### config.mk
export PLATFORM = sky130hd
export DESIGN_NAME = banked_regfile
export DESIGN_NICKNAME = d
export VERILOG_FILES = /design/src/rtl/bank_pkg.sv /design/src/rtl/bank_map.sv /design/src/rtl/gpr_store.sv /design/src/rtl/status_unit.sv /design/src/rtl/banked_regfile.sv
export SDC_FILE = /design/constraint.sdc
export NUM_CORES = 2
export LEC_CHECK = 0
export BUFFER_PORTS_ARGS = -buffer_cell sky130_fd_sc_hd__buf_4
export CAP_MARGIN = 5
export CELL_PAD_IN_SITES_DETAIL_PLACEMENT = 1
export CELL_PAD_IN_SITES_GLOBAL_PLACEMENT = 2
export CORE_ASPECT_RATIO = 1.1
export CORE_MARGIN = 2
export CORE_UTILIZATION = 43
export DETAILED_ROUTE_END_ITERATION = 10
export PLACE_DENSITY_LB_ADDON = 0.05
export SYNTH_ARGS = -nofsm -noshare
export SYNTH_HDL_FRONTEND = slang
export SYNTH_SLANG_ARGS = --single-unit
### constraint.sdc
create_clock -name clk -period 9.01 [get_ports clk]
set_input_delay 1.802 -clock clk [delete_from_list [all_inputs] [get_ports clk]]
set_output_delay 1.802 -clock clk [all_outputs]
set_load 0.02 [all_outputs]
### src/rtl/bank_pkg.sv
package bank_pkg;
    localparam int XLEN    = 32;
    localparam int AIDX_W  = 4;
    localparam int MODE_W  = 5;
    localparam int N_ARCH  = 1 << AIDX_W;
    localparam int FIQ_LO  = 8;
    localparam int FIQ_HI  = 14;
    localparam int N_FIQ   = FIQ_HI - FIQ_LO + 1;
    localparam int N_SMALL = 4;
    localparam int N_PHYS  = N_ARCH + N_FIQ + 2 * N_SMALL;
    localparam int PHYS_W  = $clog2(N_PHYS);
    localparam int FIQ_BASE   = N_ARCH;
    localparam int SMALL_BASE = N_ARCH + N_FIQ;
    localparam int LINK_IDX   = 14;
    localparam int N_SAVED    = N_SMALL + 1;

    localparam logic [XLEN-1:0] STATUS_KEEP  = 32'hF000_00FF;
    localparam logic [XLEN-1:0] STATUS_RESET = 32'h0000_00D3;

    typedef enum logic [MODE_W-1:0] {
        M_USR = 5'b10000,
        M_FIQ = 5'b10001,
        M_IRQ = 5'b10010,
        M_SVC = 5'b10011,
        M_ABT = 5'b10111,
        M_UND = 5'b11011,
        M_SYS = 5'b11111
    } mode_e;

    typedef enum logic [2:0] {
        SB_NONE = 3'd0,
        SB_FIQ  = 3'd1,
        SB_IRQ  = 3'd2,
        SB_SVC  = 3'd3,
        SB_ABT  = 3'd4,
        SB_UND  = 3'd5
    } bank_e;

    function automatic bank_e bank_of(logic [MODE_W-1:0] m);
        bank_e b;
        case (m)
            M_FIQ:   b = SB_FIQ;
            M_IRQ:   b = SB_IRQ;
            M_SVC:   b = SB_SVC;
            M_ABT:   b = SB_ABT;
            M_UND:   b = SB_UND;
            default: b = SB_NONE;
        endcase
        return b;
    endfunction

    function automatic logic [PHYS_W-1:0] phys_of(bank_e b, logic [AIDX_W-1:0] idx);
        logic [PHYS_W-1:0] p;
        p = PHYS_W'(idx);
        unique case (b)
            SB_FIQ: begin
                if (int'(idx) >= FIQ_LO && int'(idx) <= FIQ_HI)
                    p = PHYS_W'(FIQ_BASE + int'(idx) - FIQ_LO);
            end
            SB_IRQ, SB_SVC, SB_ABT, SB_UND: begin
                if (int'(idx) == 13 || int'(idx) == 14)
                    p = PHYS_W'(SMALL_BASE + 2 * (int'(b) - int'(SB_IRQ)) + int'(idx) - 13);
            end
            default: ;
        endcase
        return p;
    endfunction
endpackage

### src/rtl/bank_map.sv
module bank_map
    import bank_pkg::*;
(
    input  bank_e               bank,
    input  logic [AIDX_W-1:0]   idx,
    output logic [PHYS_W-1:0]   phys
);
    always_comb begin
        phys = phys_of(bank, idx);
    end

    always_comb begin
        if (int'(idx) < FIQ_LO || int'(idx) == N_ARCH - 1)
            assert_low_and_pc_shared_R2: assert (phys == PHYS_W'(idx));
    end
endmodule

### src/rtl/gpr_store.sv
module gpr_store #(
    parameter int DW = bank_pkg::XLEN,
    parameter int NP = bank_pkg::N_PHYS,
    localparam int PW = $clog2(NP)
) (
    input  logic          clk,
    input  logic          rst_n,
    input  logic [PW-1:0] rd_a_phys,
    input  logic [PW-1:0] rd_b_phys,
    output logic [DW-1:0] rd_a,
    output logic [DW-1:0] rd_b,
    input  logic          wr_en,
    input  logic [PW-1:0] wr_phys,
    input  logic [DW-1:0] wr_data,
    input  logic          side_en,
    input  logic [PW-1:0] side_phys,
    input  logic [DW-1:0] side_data
);
    logic [DW-1:0] mem [NP];

    always_ff @(posedge clk) begin
        if (!rst_n) begin
            for (int i = 0; i < NP; i++) mem[i] <= '0;
        end else begin
            if (wr_en)   mem[wr_phys]   <= wr_data;
            if (side_en) mem[side_phys] <= side_data;
        end
    end

    assign rd_a = mem[rd_a_phys];
    assign rd_b = mem[rd_b_phys];

    assert_side_write_lands_R10: assert property (@(posedge clk) disable iff (!rst_n)
        side_en |=> mem[$past(side_phys)] == $past(side_data));

    assert_core_write_lands_R9: assert property (@(posedge clk) disable iff (!rst_n)
        (wr_en && !(side_en && side_phys == wr_phys)) |=> mem[$past(wr_phys)] == $past(wr_data));
endmodule

### src/rtl/status_unit.sv
module status_unit
    import bank_pkg::*;
(
    input  logic              clk,
    input  logic              rst_n,
    input  logic              cpsr_we,
    input  logic [XLEN-1:0]   cpsr_wd,
    input  logic              spsr_we,
    input  logic [XLEN-1:0]   spsr_wd,
    input  logic              side_en,
    input  bank_e             side_bank,
    input  logic [XLEN-1:0]   side_wd,
    output logic [XLEN-1:0]   cpsr_q,
    output logic [XLEN-1:0]   spsr_q,
    output bank_e             cur_bank
);
    logic [XLEN-1:0] cpsr_r;
    logic [XLEN-1:0] saved_r [1:N_SAVED];

    assign cur_bank = bank_of(cpsr_r[MODE_W-1:0]);

    always_ff @(posedge clk) begin
        if (!rst_n) cpsr_r <= STATUS_RESET;
        else if (cpsr_we) cpsr_r <= cpsr_wd & STATUS_KEEP;
    end

    always_ff @(posedge clk) begin
        if (!rst_n) begin
            for (int b = 1; b <= N_SAVED; b++) saved_r[b] <= '0;
        end else begin
            for (int b = 1; b <= N_SAVED; b++) begin
                if (side_en && int'(side_bank) == b)
                    saved_r[b] <= side_wd & STATUS_KEEP;
                else if (spsr_we && int'(cur_bank) == b)
                    saved_r[b] <= spsr_wd & STATUS_KEEP;
            end
        end
    end

    always_comb begin
        spsr_q = '0;
        for (int b = 1; b <= N_SAVED; b++)
            if (int'(cur_bank) == b) spsr_q = saved_r[b];
    end

    assign cpsr_q = cpsr_r;

    assert_reset_status_R1: assert property (@(posedge clk)
        $rose(rst_n) |-> cpsr_q == STATUS_RESET);

    assert_status_ignored_bits_R7: assert property (@(posedge clk) disable iff (!rst_n)
        cpsr_q[27:8] == '0 && spsr_q[27:8] == '0);

    assert_status_hold_R6: assert property (@(posedge clk) disable iff (!rst_n)
        !cpsr_we |=> $stable(cpsr_q));

    for (genvar gb = 1; gb <= N_SAVED; gb++) begin : g_saved_chk
        assert_saved_hold_R6: assert property (@(posedge clk) disable iff (!rst_n)
            (!(side_en && int'(side_bank) == gb) && !(spsr_we && int'(cur_bank) == gb))
            |=> $stable(saved_r[gb]));
    end
endmodule

### src/rtl/banked_regfile.sv
module banked_regfile
    import bank_pkg::*;
(
    input  logic              clk,
    input  logic              rst_n,
    input  logic [3:0]        rd_a_idx,
    output logic [31:0]       rd_a_data,
    input  logic [3:0]        rd_b_idx,
    output logic [31:0]       rd_b_data,
    input  logic              wr_en,
    input  logic [3:0]        wr_idx,
    input  logic [31:0]       wr_data,
    input  logic              cpsr_we,
    input  logic [31:0]       cpsr_wdata,
    output logic [31:0]       cpsr_q,
    input  logic              spsr_we,
    input  logic [31:0]       spsr_wdata,
    output logic [31:0]       spsr_q,
    input  logic              exc_we,
    input  logic [4:0]        exc_mode,
    input  logic [31:0]       exc_lr,
    input  logic [31:0]       exc_spsr
);
    bank_e             cur_bank;
    bank_e             side_bank;
    logic              side_en;
    logic [PHYS_W-1:0] side_phys;
    logic [PHYS_W-1:0] rd_phys [2];
    logic [PHYS_W-1:0] wr_phys;
    logic [AIDX_W-1:0] rd_idx  [2];

    assign side_bank = bank_of(exc_mode);
    assign side_en   = exc_we && (side_bank != SB_NONE);
    assign side_phys = phys_of(side_bank, AIDX_W'(LINK_IDX));
    assign rd_idx[0] = rd_a_idx;
    assign rd_idx[1] = rd_b_idx;

    for (genvar gp = 0; gp < 2; gp++) begin : g_rd_map
        bank_map u_map (
            .bank (cur_bank),
            .idx  (rd_idx[gp]),
            .phys (rd_phys[gp])
        );
    end

    bank_map u_wr_map (
        .bank (cur_bank),
        .idx  (wr_idx),
        .phys (wr_phys)
    );

    gpr_store #(.DW(XLEN), .NP(N_PHYS)) u_store (
        .clk       (clk),
        .rst_n     (rst_n),
        .rd_a_phys (rd_phys[0]),
        .rd_b_phys (rd_phys[1]),
        .rd_a      (rd_a_data),
        .rd_b      (rd_b_data),
        .wr_en     (wr_en),
        .wr_phys   (wr_phys),
        .wr_data   (wr_data),
        .side_en   (side_en),
        .side_phys (side_phys),
        .side_data (exc_lr)
    );

    status_unit u_status (
        .clk       (clk),
        .rst_n     (rst_n),
        .cpsr_we   (cpsr_we),
        .cpsr_wd   (cpsr_wdata),
        .spsr_we   (spsr_we),
        .spsr_wd   (spsr_wdata),
        .side_en   (side_en),
        .side_bank (side_bank),
        .side_wd   (exc_spsr),
        .cpsr_q    (cpsr_q),
        .spsr_q    (spsr_q),
        .cur_bank  (cur_bank)
    );

    assert_same_index_same_data_R2: assert property (@(posedge clk) disable iff (!rst_n)
        (rd_a_idx == rd_b_idx) |-> rd_a_data == rd_b_data);

    assert_no_saved_in_user_R5: assert property (@(posedge clk) disable iff (!rst_n)
        (cur_bank == SB_NONE) |-> spsr_q == '0);
endmodule

==> load_flow_metrics.sql <==
INSERT INTO impl_metrics (metric_group, metric, value, unit) VALUES
('drt', 'post-route-drc-count', '0', ''),
('layout', 'finish.net_count', '5051', ''),
('layout', 'fill_cells', '14300', ''),
('sta', 'rsz0062_at_grt', 'false', ''),
('sta', 'timing.final.setup_violations', '0', ''),
('yosys', 'synthesis.area', '61000', 'µm²'),
('setup_path', 'r2r_setup_slack', '2.87', 'ns'),
('yosys', 'ranking_of_synthesized_cells_by_area', 'edfxtp_1 53%, mux4_2 12%, a22o_1 9.1%', ''),
('grt', 'grt_overflow_total', '0', ''),
('yosys', 'yosys.area.top_type_share', '0.533', ''),
('clock_network', 'clk_path_buf_depth', '3', ''),
('sta', 'finClkSkew', '0.0533', 'ns'),
('floorplan', 'placementRows', '145', ''),
('yosys', 'ys_seq_area_frac', '0.537', ''),
('layout', 'multi_input_comb_area', '26500', 'µm²'),
('floorplan', 'io_pins', '311', ''),
('place', 'placement.io_buffers', '210', ''),
('yosys', 'synth_top_area_cell', 'edfxtp_1', ''),
('yosys', 'synth-seq-cells', '1096', ''),
('sta', 'hold_viol_final', '0', ''),
('floorplan', 'initial_utilization', '0.431', ''),
('drt', 'route.final.wire_length', '290000', 'µm'),
('layout', 'mostFrequentLayoutCells', '1084 x edfxtp_1, 642 x nand2_1, 632 x a22o_1', ''),
('yosys', 'syn_area_per_cell', '12.3', 'µm²'),
('sta', 'finalMaxSlewViolations', '25', ''),
('clock_network', 'cts.root.buffer_cell', 'clkbuf_16', ''),
('yosys', 'synth_ff_type', 'edfxtp_1', ''),
('sta', 'fin_tns_setup', '0', 'ns'),
('floorplan', 'die_area', '145000', 'µm²'),
('place', 'placed_cell_area', '64900', 'µm²'),
('worst_hold_path', 'worstHoldEndpoint', 'u_status.cpsr_q[7]', ''),
('grt', 'grt_pass1_wl', '395000', 'µm'),
('floorplan', 'floorplan.core_area', '142000', 'µm²'),
('outcome', 'outcome', 'finished with violations', ''),
('drt', 'drtAntennaViolNets', '0', ''),
('outcome', 'violations', 'max-capacitance violations, max-slew violations', ''),
('clock_network', 'tritoncts_clock_tree', 'done', ''),
('clock_network', 'tritoncts_num_sinks', '1096', ''),
('clock_network', 'holdBufCountCts', '0', ''),
('layout', 'post-route-cell-area', '68800', 'µm²'),
('power', 'power.leakage', '24.4', 'nW'),
('setup_path', 'r2r_cells', '13', ''),
('worst_hold_path', 'min_path_type', 'register to register', ''),
('clock_network', 'postCtsSetupRepairBufs', '0', ''),
('flow_run', 'max-cap-violations', '1', ''),
('setup_path', 'crit_fanout', '15', ''),
('sta', 'max_slew_margin', '-0.00569', ''),
('yosys', 'synth_warnings', '0', ''),
('grt', 'first_global_vias', '48700', ''),
('setup_path', 'worst_ep_arrival_time', '6.45', 'ns'),
('yosys', 'synthesis.instances', '4943', ''),
('grt', 'grt_usage', '0.396', ''),
('sta', 'worstMarginPinSlew', '1.50', 'ns'),
('setup_path', 'r2r-end', 'u_store.mem[20][15]', ''),
('setup_path', 'worstSetupEndpointType', 'output port', ''),
('drt', 'top_signal_layer_used', 'met5', ''),
('worst_hold_path', 'timing.hold.worst.start', 'u_status.cpsr_q[7]', ''),
('grt', 'grt_max_degree', '96', ''),
('worst_hold_path', 'min_path_cells', '2', ''),
('setup_path', 'criticalPathCategory', 'register to output port', ''),
('drt', 'routedWlPerCell', '42.7', 'µm'),
('drt', 'drt-met1-wl', '106000', 'µm'),
('floorplan', 'die_x', '363', 'µm'),
('floorplan', 'die-height', '399', 'µm'),
('drt', 'post_drt_via_cell_ratio', '7.27', ''),
('layout', 'synthesis_to_layout_area_growth', '12.6', '%'),
('setup_path', 'worstPathRequired', '7.21', 'ns'),
('sta', 'fmaxAchievable', '121', 'MHz'),
('drt', 'total_number_of_vias', '49500', ''),
('drt', 'met3WireLength', '34600', 'µm'),
('drt', 'drt_first_iter_violations', '7820', '');
area by class of cell:
type,count,share of cell area
sequential,1096,0.477
multi-input combinational,3219,0.386
timing repair buffer,395,0.0472
clock buffer,143,0.0462
tap,1837,0.0334
clock inverter,82,0.00897
antenna,24,0.000874
inverter,12,0.000655
Yosys cell counts (4+ instances only):
master and instances:
a211oi_1 76, a21oi_1 104, a22o_1 632, a22oi_1 100
a31oi_1 129, a32oi_1 33, and2_1 484, and3_1 82
buf_1 71, buf_2 80, buf_4 40, buf_6 9
clkbuf_1 455, dfxtp_1 12, edfxtp_1 1084, ha_1 20
inv_1 11, mux2i_1 12, mux4_2 321, nand2_1 644
nand2b_1 6, nand3_1 115, nand3b_1 4, nand4_1 74
nor2_1 104, nor2b_1 9, nor3_1 16, nor3_2 6
nor3_4 4, o2111ai_1 32, o211ai_1 62, o21ai_0 19
o221ai_1 16, or2_2 6, or3_1 7, xnor2_1 10
xor2_1 6
sequential cells by signal, indices dropped and copies added, names as in the netlist:
register and count:
u_status.cpsr_q 12, u_store.mem 1024, u_status.saved_r 60
routing by layer:
layer  vias up  track usage
li1      19100            -
met1     25700        0.514
met2      3730        0.606
met3       909       0.0885
met4        20        0.240
met5         -            0
report_power, final:
group	total (mW)	internal, mW	switching [mW]
clock	4.94	2.72	2.21
combinational	2.59	0.808	1.78
sequential	5.92	5.82	0.106
worst max-delay path by stage:
stage | from | endpoint | slack [ns] | cells past startpoint
after floorplan | wr_idx[2] | u_store.mem[1][0] | 2.11 | 11
after global placement | rd_a_idx[1] | rd_a_data[1] | 1.27 | 12
after detailed placement | rd_a_idx[1] | rd_a_data[1] | 1.20 | 12
after CTS | u_status.cpsr_q[4] | rd_a_data[1] | 0.83 | 15
after global routing | u_status.cpsr_q[4] | rd_a_data[23] | 0.62 | 14
final | u_status.cpsr_q[4] | rd_a_data[1] | 0.76 | 15
logic make-up after synthesis:
group | share of synthesized area
adders and majority gates | 0.00508
other | 0.0000614
DFF | 0.537
xor gates and xnor gates | 0.00230
buffers and inverters | 0.0462
muxes | 0.121
AOI/OAI and AO/OA | 0.159
and+or+nand+nor | 0.129
through the flow:
stage          total power [mW]  std cells  worst slack, ns  hold WS, ns   util
3_5_place_dp               8.55       6559             1.20        0.464  0.459
6_report                   13.4       6808            0.756        0.475  0.486
2_1_floorplan              7.40       4982             2.11        0.589      -
5_1_grt                    13.7       6786            0.619        0.496  0.485
4_1_cts                    13.4       6784            0.834        0.479  0.485
3_3_place_gp               8.53       6559             1.27        0.456  0.459
critical path: stages (launching register included):
cell and delay (ns):
dfxtp_1 0.40, nor2b_1 0.24, nand3_1 0.32, inv_1 0.18
ha_1 0.43, inv_1 0.39, a21oi_1 0.23, buf_4 0.28
nand2_1 0.23, a32oi_1 0.97, and3_2 0.87, buf_4 0.42
a22o_1 0.20, nor2_1 0.04, nand3_1 0.26, buf_4 0.21
Power figures use the tool's default switching activity.
